==> src/rtl/acc_store_pkg.sv <==
package acc_store_pkg;
   typedef enum logic [1:0] {
      SAT_NONE = 2'd0,
      SAT_HI   = 2'd1,
      SAT_LO   = 2'd2
   } sat_kind_e;
endpackage

==> src/rtl/acc_shift.sv <==
module acc_shift #(
   parameter int IN_W  = 40,
   parameter int OUT_W = 56,
   parameter int SH_W  = 5
) (
   input  logic [IN_W-1:0]         din,
   input  logic [SH_W-1:0]         sh,
   output logic signed [OUT_W-1:0] dout
);
   localparam int PAD_W = OUT_W - IN_W;

   if (PAD_W < 1) begin : g_bad_width
      $error("acc_shift: OUT_W must exceed IN_W");
   end

   logic signed [OUT_W-1:0] ext;
   logic [SH_W-1:0]         mag;

   always_comb begin
      ext = {{PAD_W{din[IN_W-1]}}, din};
      mag = sh[SH_W-1] ? (~sh + 1'b1) : sh;
      if (sh[SH_W-1]) dout = ext >>> mag;
      else            dout = ext <<< mag;
   end
endmodule

==> src/rtl/acc_round.sv <==
module acc_round #(
   parameter int W      = 56,
   parameter int FRAC_W = 16
) (
   input  logic [W-1:0]        v,
   input  logic                en,
   input  logic                even,
   output logic [W-FRAC_W-1:0] r_hi
);
   localparam int HI_W = W - FRAC_W;
   localparam logic [W-1:0] HALF = W'(1) << (FRAC_W - 1);

   if (FRAC_W < 1 || HI_W < 1) begin : g_bad_width
      $error("acc_round: FRAC_W must lie inside W");
   end

   logic         tie, skip;
   logic [W-1:0] sum;

   always_comb begin
      tie  = (v[FRAC_W-1:0] == HALF[FRAC_W-1:0]);
      skip = even && tie && !v[FRAC_W];
      sum  = v + ((en && !skip) ? HALF : '0);
      r_hi = sum[W-1:FRAC_W];
   end
endmodule

==> src/rtl/acc_clamp.sv <==
module acc_clamp
   import acc_store_pkg::*;
#(
   parameter int G_W = 25
) (
   input  logic [G_W-1:0] guard,
   input  logic           signed_mode,
   output sat_kind_e      kind
);
   if (G_W < 3) begin : g_bad_width
      $error("acc_clamp: at least three guard bits are needed");
   end

   logic all_same, upper_set;

   always_comb begin
      all_same  = (&guard) | ~(|guard);
      upper_set = |guard[G_W-2:1];
      kind      = SAT_NONE;
      if (signed_mode) begin
         if (!all_same) kind = guard[G_W-1] ? SAT_LO : SAT_HI;
      end else begin
         if (guard[G_W-1])   kind = SAT_LO;
         else if (upper_set) kind = SAT_HI;
      end
   end
endmodule

==> src/rtl/acc_store_stage.sv <==
module acc_store_stage
   import acc_store_pkg::*;
#(
   parameter int ACC_W  = 40,
   parameter int WORD_W = 16,
   parameter int SH_W   = 5
) (
   input  logic              clk,
   input  logic              rst_n,
   input  logic              ld_en,
   input  logic [ACC_W-1:0]  ld_val,
   input  logic              st_req,
   input  logic [SH_W-1:0]   st_shift,
   input  logic              rnd_on,
   input  logic              rnd_even,
   input  logic              sat_store,
   input  logic              sign_ext,
   input  logic              rnd_cmd,
   input  logic              sat_acc,
   output logic [ACC_W-1:0]  acc_q,
   output logic              st_valid,
   output logic [WORD_W-1:0] st_data
);
   localparam int PROD_W  = 2 * WORD_W;
   localparam int MAX_LSH = (1 << (SH_W - 1)) - 1;
   localparam int EXT_W   = ACC_W + MAX_LSH + 1;
   localparam int SHI_W   = EXT_W - WORD_W;
   localparam int SG_W    = EXT_W - PROD_W + 1;
   localparam int RW      = ACC_W + 1;
   localparam int RHI_W   = RW - WORD_W;
   localparam int AG_W    = RW - PROD_W + 1;
   localparam int TOP_W   = ACC_W - PROD_W + 1;

   if (ACC_W <= PROD_W) begin : g_bad_acc
      $error("acc_store_stage: ACC_W must exceed twice WORD_W");
   end
   if (SH_W < 2) begin : g_bad_sh
      $error("acc_store_stage: SH_W must be at least 2");
   end

   // store path: shift, round, clamp
   logic signed [EXT_W-1:0] shifted;
   logic [SHI_W-1:0]        st_hi;
   sat_kind_e               st_kind;
   logic [WORD_W-1:0]       st_word;

   acc_shift #(.IN_W(ACC_W), .OUT_W(EXT_W), .SH_W(SH_W)) shift_i (
      .din (acc_q),
      .sh  (st_shift),
      .dout(shifted)
   );

   acc_round #(.W(EXT_W), .FRAC_W(WORD_W)) st_round_i (
      .v   (shifted),
      .en  (rnd_on),
      .even(rnd_even),
      .r_hi(st_hi)
   );

   acc_clamp #(.G_W(SG_W)) st_clamp_i (
      .guard      (st_hi[SHI_W-1:WORD_W-1]),
      .signed_mode(sign_ext),
      .kind       (st_kind)
   );

   always_comb begin
      st_word = st_hi[WORD_W-1:0];
      if (sat_store) begin
         unique case (st_kind)
            SAT_HI:  st_word = sign_ext ? {1'b0, {(WORD_W-1){1'b1}}} : '1;
            SAT_LO:  st_word = sign_ext ? {1'b1, {(WORD_W-1){1'b0}}} : '0;
            default: st_word = st_hi[WORD_W-1:0];
         endcase
      end
   end

   // in-place round path
   logic [RHI_W-1:0] acc_hi;
   sat_kind_e        acc_kind;
   logic [ACC_W-1:0] acc_rnd;

   acc_round #(.W(RW), .FRAC_W(WORD_W)) acc_round_i (
      .v   ({acc_q[ACC_W-1], acc_q}),
      .en  (1'b1),
      .even(rnd_even),
      .r_hi(acc_hi)
   );

   acc_clamp #(.G_W(AG_W)) acc_clamp_i (
      .guard      (acc_hi[RHI_W-1:WORD_W-1]),
      .signed_mode(1'b1),
      .kind       (acc_kind)
   );

   always_comb begin
      acc_rnd = {acc_hi[RHI_W-2:0], {WORD_W{1'b0}}};
      if (sat_acc) begin
         unique case (acc_kind)
            SAT_HI:  acc_rnd = {{TOP_W{1'b0}}, {(PROD_W-1){1'b1}}};
            SAT_LO:  acc_rnd = {{TOP_W{1'b1}}, {(PROD_W-1){1'b0}}};
            default: acc_rnd = {acc_hi[RHI_W-2:0], {WORD_W{1'b0}}};
         endcase
      end
   end

   always_ff @(posedge clk) begin
      if (!rst_n) begin
         acc_q    <= '0;
         st_valid <= 1'b0;
         st_data  <= '0;
      end else begin
         if (ld_en)        acc_q <= ld_val;
         else if (rnd_cmd) acc_q <= acc_rnd;
         st_valid <= st_req;
         if (st_req) st_data <= st_word;
      end
   end
endmodule

==> config.mk <==
export PLATFORM = sky130hd
export DESIGN_NAME = acc_store_stage
export DESIGN_NICKNAME = d
export VERILOG_FILES = /design/src/rtl/acc_store_pkg.sv /design/src/rtl/acc_shift.sv /design/src/rtl/acc_round.sv /design/src/rtl/acc_clamp.sv /design/src/rtl/acc_store_stage.sv
export SDC_FILE = /design/constraint.sdc
export NUM_CORES = 1
export LEC_CHECK = 0
export ABC_AREA = 1
export BUFFER_PORTS_ARGS = -buffer_cell sky130_fd_sc_hd__clkbuf_2
export CORE_MARGIN = 1
export CORE_UTILIZATION = 51
export CTS_CLUSTER_DIAMETER = 40
export CTS_CLUSTER_SIZE = 40
export DETAILED_ROUTE_END_ITERATION = 10
export PLACE_DENSITY_LB_ADDON = 0.25
export SLEW_MARGIN = 5
export SYNTH_ARGS = -nofsm -noshare
export SYNTH_HDL_FRONTEND = slang
export SYNTH_SLANG_ARGS = --single-unit
==> constraint.sdc <==
create_clock -name clk -period 12.8 [get_ports clk]
set_input_delay 2.56 -clock clk [delete_from_list [all_inputs] [get_ports clk]]
set_output_delay 2.56 -clock clk [all_outputs]
set_load 0.05 [all_outputs]
# == Word-level counts from Yosys, hierarchy flattened ==
# Cells that the tools add are included.
# W data, S select, Z words.
# word_totals
in_bits,55
register_bits,57
out_inout_bits,57
word_cells,52
# op_classes
eq_ne,6
mux,19
shifts,2
n_addsub,3
n_bitwise,5
reduce_logical,14
# ops
op,count
$mux W40,3
$mux W16,5
$pmux W40 S2,1
$add A56 B56 Y56,1
$mux W56,1
$sshl A40 B5 Y56,1
$sshr A40 B5 Y56,1
$add A40 B17 Y41,1
$eq A16 B16 Y1 const B,2
$pmux W16 S2,1
$reduce_and A25 Y1,1
$reduce_or A25 Y1,1
$reduce_or A23 Y1,1
$mux W2,6
$reduce_and A10 Y1,1
$reduce_or A10 Y1,1
$add A5 B1 Y5 const B,1
$logic_and A1 B1 Y1,5
$mux W5,1
$not A5 Y5,1
$eq A2 B1 Y1 const B,2
$eq A2 B2 Y1 const B,2
$logic_not A1 Y1,3
$not A1 Y1,2
other kinds (3),4

# == Depth between registers and ports, before layout ==
# depth
depth_word,20
depth_mapped,47
depth_no_buf,43

# == Cells and area by module ==
# A second synthesis with hierarchy kept.
# unflattened
cells_unflattened,1949
area_unflattened_um2,9541.7
# modules_own_cells
mod,cells_per_inst,instances,seq_area_each_um2,area_per_inst_um2
acc_shift,1016,1,0.0,4321.6
acc_store_stage,431,1,1141.1,2756.4
acc_round (st_round_i),245,1,0.0,1238.7
acc_round (acc_round_i),154,1,0.0,808.3
acc_clamp (st_clamp_i),84,1,0.0,340.3
acc_clamp (acc_clamp_i),19,1,0.0,76.3

# == Worst setup path after synthesis ==
# OpenSTA, ideal clock, no wires.
# synth_path
path_type,in2reg
from,in st_shift[0]
to,reg st_data[5]
setup_ns,0.132
stages,42
slack_ns,5.530
arrival_time_ns,7.137
required_ns,12.668
path_buffers,5
cell_sequence,buf_6 inv_4 buf_2 ha_1 inv_1 nand2_1 nand3_2 nand2_2 buf_2 buf_2 nor2_1 o311ai_0 nor2_1 nand2_1 o21ai_1 nand2_1 nand2_1 inv_1 [... 6 more ...] o21ai_1 nand2_1 nor2_1 nand3_1 nor2_1 nand2_1 nor2_1 nand3_1 nor2_1 nor2_1 ha_1 nor2_1 inv_1 o21ai_0 inv_1 clkbuf_1 o21ai_0 a21oi_1
# synth_via
elab_chain_len,20
word_cells_on_any_way,28
classes_between,add/sub: 2; eq/ne: 3; shift: 2; mux: 10; bitwise: 3; reduce/logical: 8
# synth_rtl
element,line,source
"start, declared",acc_store_stage.sv:13,"input logic [SH_W-1:0] st_shift,"
$not A5 Y5,acc_shift.sv:21,mag = sh[SH_W-1] ? (~sh + 1'b1) : sh;
$add A5 B1 Y5,acc_shift.sv:21,
$mux W5 (*),acc_shift.sv:21,
$sshl A40 B5 Y56 / $sshr A40 B5 Y56 (equally long branches),"acc_shift.sv:23, acc_shift.sv:22",
$mux W56 (*),acc_shift.sv:22,if (sh[SH_W-1]) dout = ext >>> mag;
$eq A16 B16 Y1,acc_round.sv:21,tie = (v[FRAC_W-1:0] == HALF[FRAC_W-1:0]);
$logic_and A1 B1 Y1 (2 in series),acc_round.sv:22,skip = even && tie && !v[FRAC_W];
$logic_not A1 Y1,acc_round.sv:23,sum = v + ((en && !skip) ? HALF : '0);
[... 3 more ...],--,
$reduce_or A25 Y1,acc_clamp.sv:17,all_same = (&guard) | ~(|guard);
$not A1 Y1,acc_clamp.sv:17,
$or A1 B1 Y1,acc_clamp.sv:17,
$mux W2,acc_clamp.sv:21,if (!all_same) kind = guard[G_W-1] ? SAT_LO : SAT_HI;
$mux W2,acc_clamp.sv:20,if (signed_mode) begin
$eq A2 B2 Y1 / $eq A2 B1 Y1 (equally long branches),acc_store_stage.sv:69,unique case (st_kind)
$pmux W16 S2,acc_store_stage.sv:69,
$mux W16 (*),acc_store_stage.sv:68,if (sat_store) begin
"end signal, assigned",acc_store_stage.sv:115,if (st_req) st_data <= st_word;
"end, declared",acc_store_stage.sv:22,output logic [WORD_W-1:0] st_data
# Every way passes the cells marked *; elsewhere a longest branch is shown, timed or not.
# A chain may end at the register's enable or synchronous reset.

# == Final worst setup path ==
# layout_path
from,in st_shift[0]
to,reg st_data[13]
# The elaborated chain is that of the path after synthesis.

==> flow_summary.yaml <==
run_status:
  status: "complete, no violations"
cts:
  cts_resized: 0
  cts_made_buffers: 9
  cts_tree: "done"
  clk_path_buf_depth: 2
  clk_pin_slew_worst_paths_ns: 0.05
  insertion_delay_ns: 0.34
  clock_sinks: 57
  hold_buffers: 0
  h-tree-depth: 3
  cts_setup_buffers: 0
  clockRootBuffer: "clkbuf_16"
critical_path:
  crit_fanout: 77
  worst_setup_path_start_kind: "input port"
  max_stage_delay_ns: 0.58
  required_ns: 12.96
  crit_top_cell: "nand2_1"
  cpMaxStageDelayCell: "buf_4"
  cp-end-kind: "register"
  path_class: "in2reg"
  arrival_ns: 9.55
cells_and_area:
  antenna_cells: 0
  drive_above_1_share_pct: 10.9
  fill_cells: 1888
  syn_to_final_growth_pct: 7.45
  final_cell_mix: "866 x nand2_1, 183 x nand3_1, 136 x inv_1, 136 x nor2_1, 111 x clkbuf_2"
  layout_commonest_cell: "nand2_1"
  stdcell_area_um2: 9800
  nets: 1927
logic_synthesis:
  syn_nets: 1878
  ys_types: 51
  async_flop_share_pct: 0
  ys_ff_latch: 57
  synth_edf_count: 0
  synth_area_per_cell_um2: 5.01
  synth_cells: 1819
  seq_area_frac_synth_pct: 12.5
  synth_area_um2: 9120
  ys.flop_type: "dfxtp_1"
  yosysWarnings: 0
die:
  initial_core_util_pct: 52.5
  ioPinCount: 112
  die_y_um: 136
  rows: 48
  design.die.area_um2: 18400
  core_area_um2: 17400
  die_x_um: 136
route:
  routedWlPerCell_um: 15.9
  drc: 0
  drtIter0Drc: 983
  vias: 11800
  drtAntennaViolNets: 0
  routed_wl_um: 33400
  drt_first_pass_iters: 8
  via_per_inst: 5.63
sta:
  drv_slew: 0
  fin_skew_ns: 0.00900
  worstMarginPinSlew_ns: 1.27
  rsz0062_at_grt: "no"
  fin_crit_ns: 9.39
  maxSlewHeadroom_pct: 15.1
  hold_viol: 0
  hold_slack_ns: 0.466
  tns_ns: 0
  fin_crit_sh_pct: 73.3
  setup_viol: 0
  fmax_mhz: 107
global_route:
  grt_pass1_wl_um: 53500
  antenna_found_initial: 0
  grt_max_degree: 83
  grt_overflow_total: 0
  grt_pass1_vias: 10400
  grt_usage_pct: 36.9
run:
  maxCapViolCount: 0
placement:
  placed_area_um2: 9500
  io_buffers: 111
  place_hpwl_um: 26100
  gp_congestion: 1.03
power:
  pwr-share-comb_pct: 50.8
  power.total_uw: 931
  p_per_area_nw_per_um2: 95.0
  switching_share_pct: 48.9
  clockPowerShare_pct: 26.1
  p_sw_uw: 456
  peakVddDrop_uv: 96.9
  power_frac_seq_pct: 23.1
  p_leak_nw: 5.20
  p_int_uw: 475
worst_hold_path:
  hold_class: "reg2reg"
==> worst max-delay path: cells and delay by family <==
family | cells | cell delay, ns
and+or+nand+nor | 28 | 3.28
buffers and inverters | 8 | 2.18
adders and majority gates | 3 | 0.89
AOI/OAI and AO/OA | 4 | 0.59
==> path summary, 6_finish.rpt <==
check / start / end / slack [ns] / cells past startpoint
worst min register to register: st_data[10] / st_data[10] / 0.47 / 2
worst max-delay path: st_shift[0] / st_data[13] / 3.41 / 43
worst max register to register: acc_q[39] / st_data[13] / 6.70 / 35
worst min-delay path: st_data[10] / st_data[10] / 0.47 / 2
==> cells by family after synthesis <==
kind of cell | share of synthesized area (%)
AOI/OAI and AO/OA | 13.2
buffers and inverters | 11.9
xor gates and xnor gates | 1.34
adders and majority gates | 0.549
DFF | 12.5
and+or+nand+nor | 60.5
==> routing by layer <==
layer	GRT usage, %	vias to the layer above	routed length [um]
met4	13.3	0	1020
met5	0	-	0
met2	61.1	563	15400
met3	5.50	70	3040
met1	48.2	5269	13900
li1	-	5920	-
==> power groups by stage <==
stage / Sequential [mW] / Combinational [mW] / Clock (mW)
after floorplan: 0.261 / 0.311 / 0
after detailed placement: 0.217 / 0.460 / 0
after global placement: 0.217 / 0.460 / 0
after CTS: 0.214 / 0.464 / 0.244
after global routing: 0.217 / 0.522 / 0.254
final: 0.215 / 0.473 / 0.243
==> registers in the layout (all words and copies together), names as in the netlist <==
name / flops
st_valid: 1
st_data: 16
acc_q: 40
==> cell usage after synthesis (2+ instances only) <==
cell | count | area [um^2]
buf_4 | 18 | 135
xnor2_1 | 2 | 17.5
nand2_4 | 5 | 56.3
nand3b_1 | 10 | 75.1
o21bai_1 | 2 | 15.0
nor3_1 | 11 | 55.1
buf_2 | 25 | 125
nor4_1 | 10 | 62.6
or2_2 | 2 | 12.5
nand3_2 | 6 | 60.1
dfxtp_1 | 57 | 1140
nor2_1 | 138 | 518
nand2_2 | 11 | 68.8
o211ai_1 | 2 | 15.0
inv_1 | 136 | 510
nand4_1 | 19 | 119
a22oi_1 | 24 | 180
nor2_4 | 7 | 78.8
buf_6 | 16 | 180
nor2_2 | 17 | 106
nand2_1 | 867 | 3250
ha_1 | 4 | 50.1
a31oi_1 | 7 | 43.8
buf_1 | 2 | 7.51
o21ai_1 | 21 | 105
clkinv_1 | 4 | 15.0
and2_1 | 2 | 12.5
clkbuf_1 | 20 | 75.1
o21ai_0 | 83 | 415
xor2_1 | 12 | 105
o21a_1 | 4 | 30.0
a21oi_1 | 65 | 325
nor3_2 | 3 | 30.0
inv_2 | 8 | 30.0
nand3_1 | 183 | 916
==> through the flow <==
| step | util (%) | worst slack (ns) | instances |
|---|---|---|---|
| floorplan | - | 5.53 | 1819 |
| CTS | 56.5 | 3.60 | 2098 |
| detailed placement | 54.7 | 3.30 | 2082 |
| finish | 56.5 | 3.41 | 2098 |
| global placement | 54.7 | 3.32 | 2082 |
| global route | 56.5 | 2.51 | 2098 |
==> area by class of cell <==
type / count / area [um^2] / area share (%)
Timing Repair Buffer: 119 / 616 / 6.28
Tap cell: 225 / 282 / 2.87
Clock inverter: 5 / 55.1 / 0.562
Multi-Input combinational cell: 1532 / 6900 / 70.4
Inverter: 149 / 562 / 5.73
Clock buffer: 11 / 243 / 2.48
Sequential cell: 57 / 1140 / 11.6
(Power assumes the default switching activity.)
